### src/rtl/errstat_pkg.sv
package errstat_pkg;

    localparam int CSR_AW = 8;
    localparam int CSR_DW = 32;

    localparam logic [CSR_AW-1:0] OFS_IRQ_GATE   = 8'h20;
    localparam logic [CSR_AW-1:0] OFS_IRQ_ENABLE = 8'h24;
    localparam logic [CSR_AW-1:0] OFS_IRQ_STATUS = 8'h28;
    localparam logic [CSR_AW-1:0] OFS_CNT_LOCAL  = 8'h30;
    localparam logic [CSR_AW-1:0] OFS_CNT_REMOTE = 8'h34;

    typedef enum logic [2:0] {
        SEL_NONE,
        SEL_GATE,
        SEL_ENABLE,
        SEL_STATUS,
        SEL_LOCAL,
        SEL_REMOTE
    } csr_sel_e;

    typedef struct packed {
        logic              wr;
        logic              rd;
        csr_sel_e          sel;
        logic [CSR_DW-1:0] wdata;
    } csr_req_t;

    function automatic csr_sel_e decode_addr(input logic [CSR_AW-1:0] addr);
        case (addr)
            OFS_IRQ_GATE:   return SEL_GATE;
            OFS_IRQ_ENABLE: return SEL_ENABLE;
            OFS_IRQ_STATUS: return SEL_STATUS;
            OFS_CNT_LOCAL:  return SEL_LOCAL;
            OFS_CNT_REMOTE: return SEL_REMOTE;
            default:        return SEL_NONE;
        endcase
    endfunction

endpackage

### src/rtl/errstat_decode.sv
module errstat_decode
    import errstat_pkg::*;
(
    input  logic [CSR_AW-1:0] addr_i,
    input  logic              wr_i,
    input  logic              rd_i,
    input  logic [CSR_DW-1:0] wdata_i,
    output csr_req_t          req_o
);

    always_comb begin
        req_o.sel   = decode_addr(addr_i);
        req_o.wr    = wr_i;
        req_o.rd    = rd_i;
        req_o.wdata = wdata_i;
    end

endmodule

### src/rtl/errstat_satcnt.sv
module errstat_satcnt #(
    parameter int CNT_W = 16
) (
    input  logic             clk,
    input  logic             rst,
    input  logic             inc_i,
    input  logic             clr_i,
    output logic [CNT_W-1:0] cnt_o
);

    localparam logic [CNT_W-1:0] CNT_MAX = {CNT_W{1'b1}};
    localparam logic [CNT_W-1:0] CNT_ONE = CNT_W'(1);

    logic [CNT_W-1:0] cnt_q;

    always_ff @(posedge clk) begin
        if (rst) begin
            cnt_q <= '0;
        end else if (clr_i) begin
            cnt_q <= inc_i ? CNT_ONE : '0;
        end else if (inc_i && (cnt_q != CNT_MAX)) begin
            cnt_q <= cnt_q + CNT_ONE;
        end
    end

    assign cnt_o = cnt_q;

    AST_NO_WRAP: assert property (@(posedge clk) disable iff (rst)
        ($past(cnt_q) == CNT_MAX && !$past(clr_i)) |-> (cnt_q == CNT_MAX));
    AST_CLEAR_ON_READ: assert property (@(posedge clk) disable iff (rst)
        (clr_i && !inc_i) |=> (cnt_q == '0));
    AST_READ_KEEPS_EVENT: assert property (@(posedge clk) disable iff (rst)
        (clr_i && inc_i) |=> (cnt_q == CNT_ONE));
    AST_STEP_AT_MOST_ONE: assert property (@(posedge clk) disable iff (rst)
        !clr_i |=> (cnt_q == $past(cnt_q) || cnt_q == $past(cnt_q) + CNT_ONE));

endmodule

### src/rtl/errstat_irq.sv
module errstat_irq #(
    parameter int NUM_SRC = 4
) (
    input  logic               clk,
    input  logic               rst,
    input  logic [NUM_SRC-1:0] src_i,
    input  logic               gate_wr_i,
    input  logic               gate_wdata_i,
    input  logic               en_wr_i,
    input  logic [NUM_SRC-1:0] en_wdata_i,
    input  logic               w1c_wr_i,
    input  logic [NUM_SRC-1:0] w1c_mask_i,
    output logic               gate_o,
    output logic [NUM_SRC-1:0] en_o,
    output logic [NUM_SRC-1:0] st_o,
    output logic               irq_o
);

    logic               gate_q;
    logic [NUM_SRC-1:0] en_q;
    logic [NUM_SRC-1:0] st_q;
    logic               irq_q;

    always_ff @(posedge clk) begin
        if (rst) begin
            gate_q <= 1'b0;
            en_q   <= '0;
        end else begin
            if (gate_wr_i) gate_q <= gate_wdata_i;
            if (en_wr_i)   en_q   <= en_wdata_i;
        end
    end

    for (genvar i = 0; i < NUM_SRC; i++) begin : g_src
        logic clr_hit;
        assign clr_hit = w1c_wr_i && w1c_mask_i[i];

        always_ff @(posedge clk) begin
            if (rst)           st_q[i] <= 1'b0;
            else if (src_i[i]) st_q[i] <= 1'b1;
            else if (clr_hit)  st_q[i] <= 1'b0;
        end

        AST_SOURCE_LATCHES: assert property (@(posedge clk) disable iff (rst)
            src_i[i] |=> st_q[i]);
        AST_STATUS_STICKY: assert property (@(posedge clk) disable iff (rst)
            (st_q[i] && !w1c_wr_i) |=> st_q[i]);
    end

    always_ff @(posedge clk) begin
        if (rst) irq_q <= 1'b0;
        else     irq_q <= gate_q && |(st_q & en_q);
    end

    assign gate_o = gate_q;
    assign en_o   = en_q;
    assign st_o   = st_q;
    assign irq_o  = irq_q;

    AST_GLOBAL_GATE: assert property (@(posedge clk) disable iff (rst)
        !$past(gate_q) |-> !irq_q);
    AST_ENABLE_GATE: assert property (@(posedge clk) disable iff (rst)
        ($past(st_q & en_q) == '0) |-> !irq_q);

endmodule

### src/rtl/err_stat_csr.sv
module err_stat_csr
    import errstat_pkg::*;
#(
    parameter int CNT_W   = 16,
    parameter int NUM_SRC = 4
) (
    input  logic               clk,
    input  logic               rst,
    input  logic [7:0]         csr_addr,
    input  logic               csr_wr,
    input  logic [31:0]        csr_wdata,
    input  logic               csr_rd,
    output logic [31:0]        csr_rdata,
    input  logic               rx_err_pulse,
    input  logic               retry_start_pulse,
    input  logic [NUM_SRC-1:0] irq_src,
    output logic               irq_out
);

    localparam int CNT_PAD = CSR_DW - CNT_W;
    localparam int SRC_PAD = CSR_DW - NUM_SRC;

    csr_req_t           req;
    logic [CNT_W-1:0]   cnt_local;
    logic [CNT_W-1:0]   cnt_remote;
    logic               gate;
    logic [NUM_SRC-1:0] en;
    logic [NUM_SRC-1:0] st;
    logic [CSR_DW-1:0]  rd_val;
    logic [CSR_DW-1:0]  rdata_q;
    logic               unused_wdata_hi;

    assign unused_wdata_hi = ^req.wdata[CSR_DW-1:NUM_SRC];

    errstat_decode u_decode (
        .addr_i  (csr_addr),
        .wr_i    (csr_wr),
        .rd_i    (csr_rd),
        .wdata_i (csr_wdata),
        .req_o   (req)
    );

    errstat_satcnt #(.CNT_W(CNT_W)) u_cnt_local (
        .clk   (clk),
        .rst   (rst),
        .inc_i (rx_err_pulse),
        .clr_i (req.rd && req.sel == SEL_LOCAL),
        .cnt_o (cnt_local)
    );

    errstat_satcnt #(.CNT_W(CNT_W)) u_cnt_remote (
        .clk   (clk),
        .rst   (rst),
        .inc_i (retry_start_pulse),
        .clr_i (req.rd && req.sel == SEL_REMOTE),
        .cnt_o (cnt_remote)
    );

    errstat_irq #(.NUM_SRC(NUM_SRC)) u_irq (
        .clk          (clk),
        .rst          (rst),
        .src_i        (irq_src),
        .gate_wr_i    (req.wr && req.sel == SEL_GATE),
        .gate_wdata_i (req.wdata[0]),
        .en_wr_i      (req.wr && req.sel == SEL_ENABLE),
        .en_wdata_i   (req.wdata[NUM_SRC-1:0]),
        .w1c_wr_i     (req.wr && req.sel == SEL_STATUS),
        .w1c_mask_i   (req.wdata[NUM_SRC-1:0]),
        .gate_o       (gate),
        .en_o         (en),
        .st_o         (st),
        .irq_o        (irq_out)
    );

    always_comb begin
        case (req.sel)
            SEL_GATE:   rd_val = {{(CSR_DW-1){1'b0}}, gate};
            SEL_ENABLE: rd_val = {{SRC_PAD{1'b0}}, en};
            SEL_STATUS: rd_val = {{SRC_PAD{1'b0}}, st};
            SEL_LOCAL:  rd_val = {{CNT_PAD{1'b0}}, cnt_local};
            SEL_REMOTE: rd_val = {{CNT_PAD{1'b0}}, cnt_remote};
            default:    rd_val = '0;
        endcase
    end

    always_ff @(posedge clk) begin
        if (rst)         rdata_q <= '0;
        else if (req.rd) rdata_q <= rd_val;
    end

    assign csr_rdata = rdata_q;

    AST_UNMAPPED_ZERO: assert property (@(posedge clk) disable iff (rst)
        (csr_rd && decode_addr(csr_addr) == SEL_NONE) |=> (csr_rdata == '0));
    AST_COUNTER_HIGH_ZERO: assert property (@(posedge clk) disable iff (rst)
        (csr_rd && (csr_addr == OFS_CNT_LOCAL || csr_addr == OFS_CNT_REMOTE))
        |=> (csr_rdata[CSR_DW-1:CNT_W] == '0));

endmodule

### config.mk
export PLATFORM = sky130hd
export DESIGN_NAME = err_stat_csr
export DESIGN_NICKNAME = d
export VERILOG_FILES = /design/src/rtl/errstat_pkg.sv /design/src/rtl/errstat_decode.sv /design/src/rtl/errstat_satcnt.sv /design/src/rtl/errstat_irq.sv /design/src/rtl/err_stat_csr.sv
export SDC_FILE = /design/constraint.sdc
export NUM_CORES = 1
export LEC_CHECK = 0
export ABC_AREA = 1
export BUFFER_PORTS_ARGS = -buffer_cell sky130_fd_sc_hd__buf_4
export CAP_MARGIN = 20
export CORE_MARGIN = 2
export CORE_UTILIZATION = 29
export CTS_BUF_LIST = sky130_fd_sc_hd__clkbuf_2
export DETAILED_ROUTE_END_ITERATION = 16
export SYNTH_ARGS = -nofsm -noshare
export SYNTH_HDL_FRONTEND = slang
export SYNTH_SLANG_ARGS = --single-unit
### constraint.sdc
create_clock -name clk -period 1.3 [get_ports clk]
set_input_delay 0.065 -clock clk [delete_from_list [all_inputs] [get_ports clk]]
set_output_delay 0.065 -clock clk [all_outputs]
set_load 0.005 [all_outputs]
==> impl_metrics.py <==
metrics = {
    "cts": {
        "cts.sinks": 58,
        "cts_tree": "built",
        "clockRootBuffer": "clkbuf_2",
        "htree_num_levels": 3,
        "numCtsBuffers": 9,
        "cts_hold_buf": 17,
        "cts_buffer_depth": 2,
        "insertion_delay_ps": 490,
        "clk_pin_slew_worst_paths_ps": 180,
    },
    "place": {
        "gp_congestion": 0.823,
        "portBuffers": 38,
        "dp_hpwl_mm": 6.96,
        "dp.cells": 725,
        "pre_cts_ws_ps": -223,
    },
    "timing": {
        "holdWs_ps": -87.7,
        "fin_crit_ps": 1500,
        "rsz0062_at_grt": "yes",
        "setup_ws_ps": -197,
        "setup_viol": 31,
        "fin_skew_ps": 26.7,
        "timing.final.crit_share": 1.15,
        "hold_violations": 16,
        "finalSetupTns_ps": -3600,
        "slew_violations": 0,
        "fmax_mhz": 668,
    },
    "setup_path": {
        "reg2reg_to": "u_cnt_remote.cnt_o[7]",
        "max_stage_delay_ps": 390,
        "crit_path_end_kind": "flop",
        "slowest_stage": "dfxtp_2",
        "cp-endpoint": "u_cnt_remote.cnt_o[7]",
        "worst_path_most_repeated_cell": "nand2_4",
        "reg2reg_slack_ps": -200,
        "crit_required_ps": 1740,
        "r2r_start": "u_cnt_remote.cnt_o[1]",
        "path_class": "reg2reg",
        "worstPathMaxFanout": 7,
        "critPathArrivalTime_ps": 1930,
        "critPathLaunchType": "flop",
        "path_cells": "ha_4, nand2_4, nor2_4, nand2_4, inv_2, nand3_4, nand2_8, buf_12, nand3_1, a21oi_2",
        "startpoint": "u_cnt_remote.cnt_o[1]",
        "reg2reg_depth": 10,
    },
    "flow_run": {
        "drv_cap": 0,
    },
    "logic_synthesis": {
        "syn_area_mm2": 0.00330,
        "yosysWarningCount": 0,
        "synth_area_per_cell_um2": 6.67,
        "synth.distinct_cells": 34,
        "synthArstFlopShare": 0,
        "synth_enable_flop_cells": 0,
        "synth-seq-area-share": 0.352,
        "synthCells": 494,
        "synthFlopType": "dfxtp_1",
        "synth_seq_cells": 58,
    },
    "drt": {
        "wl_per_cell_um": 12.5,
        "drc": 0,
        "dr.pass1.iters": 5,
        "wirelength_mm": 9.62,
        "dr_total_vias": 3545,
        "viasPerCell": 4.62,
        "drtIter0Drc": 118,
        "antenna_left": 0,
    },
    "layout": {
        "nets": 674,
        "fin_cells": 768,
        "final_core_util": 0.446,
        "final_cell_mix": "nand2_1, buf_4, dfxtp_1, inv_1, nor2_1",
        "area_delta_synth_final_pct": 48.8,
        "layout_commonest_cell": "nand2_1",
        "drive_above_1_share": 0.365,
        "nFillCells": 1094,
    },
    "power_and_ir_drop": {
        "p_per_area_mw_per_mm2": 683,
        "peakVddDrop_uv": 414,
        "leakage_nw": 2.07,
    },
    "global_route": {
        "track_usage": 0.159,
        "grt_pass1_wl_mm": 15.9,
        "antenna_found_initial": 1,
        "grt_max_degree": 20,
        "grt_pass1_vias": 3416,
        "grt-ovfl-total": 0,
    },
    "die": {
        "io_pins": 83,
        "start_util": 0.300,
        "rows": 38,
        "die_h_um": 111,
        "core_area_mm2": 0.0110,
        "die_area_mm2": 0.0122,
        "die_w_um": 111,
    },
    "outcome": {
        "status": "complete, but fails checks",
        "violations": "negative hold slack, negative setup slack",
    },
    "min_path": {
        "hp-class": "in2reg",
    },
}
how the worst min path moves through the flow:
stage / depth (start not counted) / slack [ps] / from / to
5_1_grt: 2 / -120 / rst / u_cnt_local.cnt_o[9]
3_5_place_dp: 3 / 280 / irq_src[0] / u_irq.st_o[0]
4_1_cts: 2 / -140 / rst / u_irq.st_o[0]
3_3_place_gp: 3 / 270 / irq_src[0] / u_irq.st_o[0]
2_1_floorplan: 2 / 180 / irq_src[0] / u_irq.st_o[0]
6_report: 2 / -90 / rst / u_irq.st_o[0]
synth_stat cells (2+ instances only):
library cell  count  area (um2)
nor2_1           49         184
nor2_2            6        37.5
nand2_1         126         473
buf_2             4        20.0
nor3_1            4        20.0
o22ai_1           6        37.5
xor2_1           10        87.6
inv_1            45         169
buf_4            17         128
o21ai_0          24         120
a21oi_1          50         250
nand3b_1          3        22.5
nand2_2           6        37.5
nor2_4            4        45.0
dfxtp_1          58        1160
nand4_1           4        25.0
buf_6             2        22.5
nand3_1          45         225
nor3_2            3        30.0
nand2_4           4        45.0
inv_2             6        22.5
ha_1              2        25.0
clkbuf_1          5        18.8
sequential cells by signal, summed over array words and instances (netlist names):
signal,count
u_cnt_remote.cnt_o,16
u_irq.gate_o,1
u_irq.st_o,4
csr_rdata,16
u_irq.irq_o,1
u_cnt_local.cnt_o,16
u_irq.en_o,4
per-layer routing:
| metal | GRT usage | part of all wire | vias up |
|---|---|---|---|
| li1 | - | - | 1821 |
| met1 | 0.197 | 0.45 | 1648 |
| met2 | 0.273 | 0.50 | 66 |
| met3 | 0.0296 | 0.033 | 10 |
| met4 | 0.0567 | 0.012 | 0 |
| met5 | 0 | 0 | - |
what timing repair did:
item,4_1_cts,5_1_grt
hold endpoints to repair,30,16
setup buffers,4,4
endpoints found under the setup margin,32,32
resized for setup,51,34
cloned,2,0
pin swaps,19,17
critical path, delay by kind of cell (launching register included):
family	cells	cell delay, ps
AO/OA/AOI/OAI	1	120
flip-flops	1	390
buffers and inverters	2	220
adder cells (fa/ha/maj)	1	150
AND/OR/NAND/NOR	6	550
layout make-up:
| class | count | area (um2) | share of cell area |
|---|---|---|---|
| well taps | 140 | 175 | 0.0357 |
| diodes | 1 | 2.50 | 0.000510 |
| clock inverters | 7 | 58.8 | 0.0120 |
| inverters | 53 | 206 | 0.0421 |
| multi-input cells | 371 | 2180 | 0.444 |
| flip-flops and latches | 58 | 1180 | 0.240 |
| repair buffers | 129 | 1060 | 0.216 |
| clock buffers | 9 | 45.0 | 0.00919 |
per-stage QoR:
stage | hold WS [ps] | cell area [um2] | power (mW)
floorplan | 182 | 3430 | 2.05
global placement | 273 | 4210 | 2.17
detailed placement | 277 | 4210 | 2.17
CTS | -135 | 4730 | 3.38
global route | -125 | 4900 | 3.50
finish | -87.7 | 4900 | 3.35
logic make-up after synthesis:
kind of cell / share of synthesized area
XOR/XNOR: 0.0266
adder cells (fa/ha/maj): 0.00759
buffers and inverters: 0.120
AO/OA/AOI/OAI: 0.138
AND/OR/NAND/NOR: 0.354
flip-flops: 0.352
other: 0.00114
power breakdown:
part           switching [mW]  total [mW]  internal [mW]  leakage, nW
Clock                   0.698        1.12          0.424       0.0709
Sequential             0.0186        1.82           1.80        0.475
Combinational           0.219       0.409          0.191         1.53
No activity file was read; power rests on OpenSTA's default activity.
